<file path="src/rtl/mcde_pkg.sv">
package mcde_pkg;

  typedef enum logic [1:0] {
    ST_IDLE,
    ST_RUN,
    ST_REDUCE,
    ST_FINAL
  } est_state_t;

  // Feedback masks for maximal-length sequences with a left-shifting register
  function automatic logic [63:0] lfsr_mask(input int unsigned w);
    case (w)
      3:       return 64'h6;
      4:       return 64'hC;
      5:       return 64'h14;
      6:       return 64'h30;
      7:       return 64'h60;
      8:       return 64'hB8;
      9:       return 64'h110;
      10:      return 64'h240;
      11:      return 64'h500;
      12:      return 64'h829;
      16:      return 64'hD008;
      20:      return 64'h90000;
      24:      return 64'hE10000;
      32:      return 64'h80200003;
      default: return 64'h3 << (w - 2);
    endcase
  endfunction

endpackage

</file>
<file path="src/rtl/mcde_lfsr.sv">
module mcde_lfsr
  import mcde_pkg::*;
#(
  parameter int W = 16
) (
  input  logic         clk,
  input  logic         rst,
  input  logic         load,
  input  logic [W-1:0] seed,
  input  logic         step,
  output logic [W-1:0] state
);

  localparam logic [W-1:0] MASK = W'(lfsr_mask(W));

  logic fb;
  assign fb = ^(state & MASK);

  always_ff @(posedge clk) begin
    if (rst) begin
      state <= W'(1);
    end else if (load) begin
      state <= (seed == '0) ? W'(1) : seed;
    end else if (step) begin
      state <= {state[W-2:0], fb};
    end
  end

endmodule

</file>
<file path="src/rtl/mcde_tally.sv">
module mcde_tally #(
  parameter int CW = 13
) (
  input  logic          clk,
  input  logic          rst,
  input  logic          clear,
  input  logic          iss_fire,
  input  logic          rsp_valid,
  input  logic          rsp_good,
  input  logic [CW-1:0] n_total,
  output logic          iss_last,
  output logic          rsp_last,
  output logic [CW-1:0] good_now
);

  logic [CW-1:0] iss_cnt;
  logic [CW-1:0] rsp_cnt;
  logic [CW-1:0] good_cnt;

  assign iss_last = (iss_cnt == n_total - CW'(1));
  assign rsp_last = rsp_valid && (rsp_cnt == n_total - CW'(1));
  assign good_now = good_cnt + CW'(rsp_valid & rsp_good);

  always_ff @(posedge clk) begin
    if (rst || clear) begin
      iss_cnt  <= '0;
      rsp_cnt  <= '0;
      good_cnt <= '0;
    end else begin
      if (iss_fire) iss_cnt <= iss_cnt + CW'(1);
      if (rsp_valid) begin
        rsp_cnt  <= rsp_cnt + CW'(1);
        good_cnt <= good_now;
      end
    end
  end

endmodule

</file>
<file path="src/rtl/mcde_result_mem.sv">
module mcde_result_mem #(
  parameter int DEPTH = 16,
  parameter int AW    = 4,
  parameter int DW    = 17
) (
  input  logic          clk,
  input  logic          we,
  input  logic [AW-1:0] waddr,
  input  logic [DW-1:0] wdata,
  input  logic [AW-1:0] raddr,
  output logic [DW-1:0] rdata
);

  logic [DW-1:0] mem [DEPTH];

  always_ff @(posedge clk) begin
    if (we) mem[waddr] <= wdata;
  end

  always_ff @(posedge clk) begin
    rdata <= mem[raddr];
  end

endmodule

</file>
<file path="src/rtl/mcde_reducer.sv">
module mcde_reducer #(
  parameter int DW        = 17,
  parameter int LOG_M_MAX = 4,
  parameter int LM_W      = 3,
  parameter int FRAC_W    = 16
) (
  input  logic            clk,
  input  logic            rst,
  input  logic            clear,
  input  logic            in_valid,
  input  logic [DW-1:0]   in_est,
  input  logic [LM_W-1:0] log_m,
  output logic [DW-1:0]   final_est
);

  localparam int SUM_W = DW + LOG_M_MAX;
  localparam logic [DW-1:0] HALF = DW'(1) << (FRAC_W - 1);

  logic [DW-1:0]    min_q;
  logic [SUM_W-1:0] sum_q;
  logic             below_q;
  logic [SUM_W-1:0] mean_w;

  assign mean_w    = sum_q >> log_m;
  assign final_est = below_q ? min_q : DW'(mean_w);

  always_ff @(posedge clk) begin
    if (rst || clear) begin
      min_q   <= '1;
      sum_q   <= '0;
      below_q <= 1'b0;
    end else if (in_valid) begin
      if (in_est < min_q) min_q <= in_est;
      sum_q <= sum_q + SUM_W'(in_est);
      if (in_est < HALF) below_q <= 1'b1;
    end
  end

endmodule

</file>
<file path="src/rtl/mc_diversity_est.sv">
module mc_diversity_est
  import mcde_pkg::*;
#(
  parameter int PAT_W     = 16,
  parameter int LOG_N_MAX = 12,
  parameter int LOG_M_MAX = 4,
  parameter int FRAC_W    = 16,
  localparam int LN_W     = $clog2(LOG_N_MAX + 1),
  localparam int LM_W     = $clog2(LOG_M_MAX + 1),
  localparam int RES_W    = FRAC_W + 1
) (
  input  logic             clk,
  input  logic             rst,
  input  logic             start,
  input  logic [PAT_W-1:0] cfg_seed,
  input  logic [LN_W-1:0]  cfg_log_n,
  input  logic [LM_W-1:0]  cfg_log_m,
  output logic             busy,
  output logic             done,
  output logic [RES_W-1:0] result,
  output logic             pat_valid,
  output logic [PAT_W-1:0] pat_data,
  input  logic             chk_valid,
  input  logic             chk_good
);

  localparam int N_CNT_W = LOG_N_MAX + 1;
  localparam int M_MAX   = 1 << LOG_M_MAX;
  localparam int AW      = LOG_M_MAX;
  localparam int M_CNT_W = LOG_M_MAX + 1;
  localparam int SH_W    = $clog2(FRAC_W + 1);

  est_state_t       state;
  logic             busy_q;
  logic             done_q;
  logic [RES_W-1:0] result_q;
  logic             pat_valid_q;
  logic [LN_W-1:0]  ln_q;
  logic [LM_W-1:0]  lm_q;
  logic [M_CNT_W-1:0] exp_idx;
  logic [AW-1:0]    rd_addr;
  logic             rd_active;
  logic             rd_vld;
  logic             rd_last;

  logic               start_acc;
  logic [LN_W-1:0]    ln_clamp;
  logic [LM_W-1:0]    lm_clamp;
  logic [N_CNT_W-1:0] n_total;
  logic [M_CNT_W-1:0] m_last;
  logic               tally_clear;
  logic               rsp_valid_run;
  logic               iss_last;
  logic               rsp_last;
  logic [N_CNT_W-1:0] good_now;
  logic [SH_W-1:0]    shamt;
  logic [RES_W-1:0]   est_w;
  logic               exp_end;
  logic [RES_W-1:0]   mem_rdata;
  logic [RES_W-1:0]   final_est;

  assign start_acc = (state == ST_IDLE) && start;
  assign ln_clamp  = (cfg_log_n > LN_W'(LOG_N_MAX)) ? LN_W'(LOG_N_MAX) : cfg_log_n;
  assign lm_clamp  = (cfg_log_m > LM_W'(LOG_M_MAX)) ? LM_W'(LOG_M_MAX) : cfg_log_m;
  assign n_total   = N_CNT_W'(1) << ln_q;
  assign m_last    = (M_CNT_W'(1) << lm_q) - M_CNT_W'(1);

  assign rsp_valid_run = (state == ST_RUN) && chk_valid;
  assign exp_end       = (state == ST_RUN) && rsp_last;
  assign tally_clear   = start_acc || exp_end;

  // Fraction of good patterns: count scaled by 2^FRAC_W / N
  assign shamt = SH_W'(FRAC_W) - SH_W'(ln_q);
  assign est_w = RES_W'(good_now) << shamt;

  mcde_lfsr #(
    .W (PAT_W)
  ) u_lfsr (
    .clk   (clk),
    .rst   (rst),
    .load  (start_acc),
    .seed  (cfg_seed),
    .step  (pat_valid_q),
    .state (pat_data)
  );

  mcde_tally #(
    .CW (N_CNT_W)
  ) u_tally (
    .clk       (clk),
    .rst       (rst),
    .clear     (tally_clear),
    .iss_fire  (pat_valid_q),
    .rsp_valid (rsp_valid_run),
    .rsp_good  (chk_good),
    .n_total   (n_total),
    .iss_last  (iss_last),
    .rsp_last  (rsp_last),
    .good_now  (good_now)
  );

  mcde_result_mem #(
    .DEPTH (M_MAX),
    .AW    (AW),
    .DW    (RES_W)
  ) u_mem (
    .clk   (clk),
    .we    (exp_end),
    .waddr (exp_idx[AW-1:0]),
    .wdata (est_w),
    .raddr (rd_addr),
    .rdata (mem_rdata)
  );

  mcde_reducer #(
    .DW        (RES_W),
    .LOG_M_MAX (LOG_M_MAX),
    .LM_W      (LM_W),
    .FRAC_W    (FRAC_W)
  ) u_reduce (
    .clk       (clk),
    .rst       (rst),
    .clear     (start_acc),
    .in_valid  (rd_vld),
    .in_est    (mem_rdata),
    .log_m     (lm_q),
    .final_est (final_est)
  );

  always_ff @(posedge clk) begin
    if (rst) begin
      state       <= ST_IDLE;
      busy_q      <= 1'b0;
      done_q      <= 1'b0;
      result_q    <= '0;
      pat_valid_q <= 1'b0;
      ln_q        <= '0;
      lm_q        <= '0;
      exp_idx     <= '0;
      rd_addr     <= '0;
      rd_active   <= 1'b0;
      rd_vld      <= 1'b0;
      rd_last     <= 1'b0;
    end else begin
      done_q  <= 1'b0;
      rd_vld  <= 1'b0;
      rd_last <= 1'b0;
      case (state)
        ST_IDLE: begin
          if (start) begin
            ln_q        <= ln_clamp;
            lm_q        <= lm_clamp;
            exp_idx     <= '0;
            busy_q      <= 1'b1;
            pat_valid_q <= 1'b1;
            state       <= ST_RUN;
          end
        end
        ST_RUN: begin
          if (pat_valid_q && iss_last) pat_valid_q <= 1'b0;
          if (rsp_last) begin
            if (exp_idx == m_last) begin
              state     <= ST_REDUCE;
              rd_addr   <= '0;
              rd_active <= 1'b1;
            end else begin
              exp_idx     <= exp_idx + M_CNT_W'(1);
              pat_valid_q <= 1'b1;
            end
          end
        end
        ST_REDUCE: begin
          rd_vld  <= rd_active;
          rd_last <= rd_active && ({1'b0, rd_addr} == m_last);
          if (rd_active) begin
            if ({1'b0, rd_addr} == m_last) rd_active <= 1'b0;
            else rd_addr <= rd_addr + AW'(1);
          end
          if (rd_vld && rd_last) state <= ST_FINAL;
        end
        ST_FINAL: begin
          result_q <= final_est;
          done_q   <= 1'b1;
          busy_q   <= 1'b0;
          state    <= ST_IDLE;
        end
        default: state <= ST_IDLE;
      endcase
    end
  end

  assign busy      = busy_q;
  assign done      = done_q;
  assign result    = result_q;
  assign pat_valid = pat_valid_q;

endmodule

</file>
<file path="config.mk">
export PLATFORM = sky130hd
export DESIGN_NAME = mc_diversity_est
export DESIGN_NICKNAME = d
export VERILOG_FILES = /design/src/rtl/mcde_pkg.sv /design/src/rtl/mcde_lfsr.sv /design/src/rtl/mcde_tally.sv /design/src/rtl/mcde_result_mem.sv /design/src/rtl/mcde_reducer.sv /design/src/rtl/mc_diversity_est.sv
export SDC_FILE = /design/constraint.sdc
export NUM_CORES = 1
export LEC_CHECK = 0
export BUFFER_PORTS_ARGS = -buffer_cell sky130_fd_sc_hd__clkbuf_2
export CORE_UTILIZATION = 45
export CTS_CLUSTER_DIAMETER = 40
export CTS_CLUSTER_SIZE = 12
export DETAILED_ROUTE_END_ITERATION = 16
export PLACE_DENSITY = 0.62
export RECOVER_POWER = 50
export SLEW_MARGIN = 20
export SYNTH_ARGS = -nofsm -noshare
export SYNTH_HDL_FRONTEND = slang
export SYNTH_SLANG_ARGS = --single-unit
export TNS_END_PERCENT = 100
</file>
<file path="constraint.sdc">
create_clock -name clk -period 11.5 [get_ports clk]
set_clock_uncertainty 0.1 [all_clocks]
set_input_delay 2.3 -clock clk [delete_from_list [all_inputs] [get_ports clk]]
set_output_delay 2.3 -clock clk [all_outputs]
set_load 0.05 [all_outputs]
</file>
==> results_dict.tcl <==
set metrics [dict create \
    tightestPinTransition_ns 4.01 \
    syn_to_final_growth_pct 13.9 \
    path_cells "clkbuf_1, clkbuf_1, mux2i_1, a221oi_1, o21ai_0, nand2_1" \
    synth_area_leaders "edfxtp_1 (40%), dfxtp_1 (15%), mux2i_1 (7.4%)" \
    synth_edf_count 272 \
    wl_um 47900 \
    grt_use_met1_pct 28.8 \
    critPathMaxFanout 53 \
    end_kind "flip-flop" \
    relSlewSlack_pct -167 \
    p_int_uw 2990 \
    cts_setup_buffers 0 \
    dpl-instance-area_sq_um 21200 \
    p_sw_share_pct 29.5 \
    synth_top_area_share_pct 40.3 \
    busiest_layer "met2" \
    period_share_pct 67.6 \
    seqPwrFrac_pct 41.1 \
    dieWidth_um 214 \
    tns_ns 0 \
    violations "capacitance limit, slew limit" \
    root_buffer "clkbuf_16" \
    clockBufferDepth 3 \
    slowest_delay_ns 2.93 \
    n_fill_cell 3903 \
    critPathKind "reg2reg" \
    ys_warn_count 0 \
    hp-class "reg2reg" \
    hold_viol 0 \
    final_util_pct 52.1 \
    place.gp.congestion 0.861 \
    grt_use_met3_pct 3.89 \
    grt-ovfl-total 0 \
    slew_viol_final 244 \
    rsz0062_at_grt "no" \
    clk-insertion-delay-late_ns 0.60 \
    port_buffers 63 \
    synth_area_leader_cell "edfxtp_1" \
    grt_usage_pct 20.9 \
    cpLargestDelayFamily "buffers and inverters" \
    power_frac_comb_pct 17.2 \
    ir_worst_vdd_mv 0.168 \
    dieArea_sq_um 45900 \
    hpwl_um 31600 \
    ant_nets 0 \
    crit_top_cell "clkbuf_1" \
    fmax_mhz 129 \
    grt_max_degree 56 \
    p_per_area_nw_per_um2 184 \
    synth_nets 1840 \
    clock-sinks 424 \
    mappedNetlistArea_sq_um 20300 \
    avgSynthCellArea_sq_um 11.5 \
    cts_buffers 61 \
    grt_pass1_vias 13400 \
    vias_per_cell 5.64 \
    synth_cells 1757 \
    core_sq_um 44300 \
    firstDrtPassIters 5 \
    seqCellArea_sq_um 11200 \
    n_antenna_cell 0 \
    leakagePower_uw 0.00810 \
    synthArstFlopShare_pct 0 \
    die_h_um 214 \
    vias 13800 \
    antenna_found_initial 2 \
    drv_cap 7 \
    cp_slowest_cell "clkbuf_1" \
    ys_ff_latch 424 \
    ctsResizeCount 0 \
    grt_pass1_wl_um 75500 \
    wl_per_cell_um 19.6 \
    required_ns 11.91 \
    first_iter_violations 1184 \
    worst_ep_arrival_time_ns 8.19 \
    start_kind "flip-flop" \
    cts_tree "built" \
    power_switching_uw 1250 \
    cts_hold_buf 0 \
    synth.distinct_cells 79 \
    pwr-share-clk_pct 41.7 \
    drive_above_1_share_pct 12.7 \
    setup_viol 0 \
    status "finished with violations" \
    use_met2_pct 33.8 \
    synth_top_flop_cell "edfxtp_1" \
    ios 64 \
    rows 77 \
    period_needed_ns 7.78 \
    ys_seq_area_share_pct 55.3 \
    htree_levels 2 \
    drcViolationCount 0 \
    multi_input_area_sq_um 8540 \
    start_util_pct 45.7 \
    path_clk_slew_ns 0.05 \
    nets 1896 \
    final_area_sq_um 23100 \
    critical_path_buf_inv_count 2 \
]
## cells in the mapped netlist, types with 12 or more instances
| library cell | instances |
|---|---|
| nor2_1 | 166 |
| xnor2_1 | 48 |
| dfxtp_1 | 152 |
| buf_1 | 15 |
| o21ai_0 | 89 |
| xor2_1 | 28 |
| nor4_1 | 13 |
| nand3_1 | 26 |
| buf_2 | 20 |
| a31oi_1 | 13 |
| a211oi_1 | 22 |
| edfxtp_1 | 272 |
| and2_1 | 12 |
| nand2_1 | 183 |
| inv_1 | 45 |
| mux2i_1 | 150 |
| mux4_2 | 38 |
| a22oi_1 | 23 |
| nand4_1 | 17 |
| ha_1 | 54 |
| a221oi_1 | 21 |
| nor3_1 | 28 |
| mux2_2 | 16 |
| clkbuf_1 | 61 |
| a21oi_1 | 82 |
## power by group through the flow
stage                     logic [uW]  clock network, uW  registers (uW)
after floorplan                  487                  0            1840
after global placement           714                  0            1770
after detailed placement         729                  0            1780
after CTS                        732               1810            1750
after global routing             804               1870            1750
final                            731               1770            1750
## per-stage QoR
step                cells  hold slack (ns)  total power [uW]  worst slack, ns
finish               2452            0.362              4250             3.72
global route         2452            0.381              4420             2.92
CTS                  2450            0.369              4280             5.59
detailed placement   2340            0.361              2510             5.47
global placement     2340            0.357              2490             5.67
floorplan            1757            0.341              2320             6.01
## final cells by class
| type | count | share of cell area [%] |
|---|---|---|
| clock buffer | 71 | 6.96 |
| clock inverter | 39 | 1.50 |
| inverter | 46 | 0.748 |
| multi-input combinational | 1186 | 37.0 |
| sequential | 424 | 48.6 |
| tap | 592 | 3.21 |
| timing repair buffer | 94 | 1.98 |
## final timing paths
check | endpoint | start | slack [ns] | depth (start not counted)
worst max-delay path | u_mem.rdata[0]$_DFF_P_ | rd_addr[0]$_SDFFE_PP0P_ | 3.72 | 6
worst min-delay path | u_tally.good_cnt[0]$_SDFFE_PP0P_ | u_tally.good_cnt[0]$_SDFFE_PP0P_ | 0.36 | 2
worst max register to register | u_mem.rdata[0]$_DFF_P_ | rd_addr[0]$_SDFFE_PP0P_ | 3.72 | 6
worst min register to register | u_tally.good_cnt[0]$_SDFFE_PP0P_ | u_tally.good_cnt[0]$_SDFFE_PP0P_ | 0.36 | 2
## registers in the layout, indices dropped and copies added, names as in the netlist
signal and cells:
busy 1, done 1, exp_idx 5, lm_q 3
ln_q 4, pat_valid 1, rd_active 1, rd_addr 4
rd_last 1, rd_vld 1, result 17, state 2
u_lfsr.state 16, u_mem.mem 272, u_mem.rdata 17, u_reduce.below_q 1
u_reduce.min_q 17, u_reduce.sum_q 21, u_tally.good_cnt 13, u_tally.iss_cnt 13
u_tally.rsp_cnt 13
## layer usage
metal	part of all wire (%)	wire length (um)	vias up
li1	-	-	6652
met4	2.2	1050	2
met2	47	22500	297
met1	46	22100	6784
met3	4.7	2270	93
met5	0.040	19	-
## worst min-delay path: cells and delay by family (launching register included)
family           cells  cell delay [ns]
AND/OR/NAND/NOR      1             0.05
flip-flops           1             0.31
AO/OA/AOI/OAI        1             0.05
## cells by family after synthesis
family | after synthesis | share of synthesized area [%]
compound gates | 332 | 10.7
xor+xnor | 78 | 3.48
fa+ha+maj | 55 | 3.43
buf+inv | 147 | 2.96
flops | 424 | 55.3
mux | 204 | 12.5
simple gates | 517 | 11.6
## cells in the final DEF (no fill, tap or decap), types with 24 or more instances in the layout
cell type	synthesis	layout
inv_1	45	45
edfxtp_1	272	272
nand3_1	26	26
mux2i_1	150	150
mux4_2	38	38
clkbuf_16	0	62
o21ai_0	89	88
nor3_1	28	24
ha_1	54	53
clkbuf_2	0	27
nand2_1	183	183
dfxtp_1	152	151
a21oi_1	82	82
xor2_1	28	28
nor2_1	166	153
clkbuf_1	61	55
xnor2_1	48	48
No activity file was read; power rests on OpenSTA's default activity.
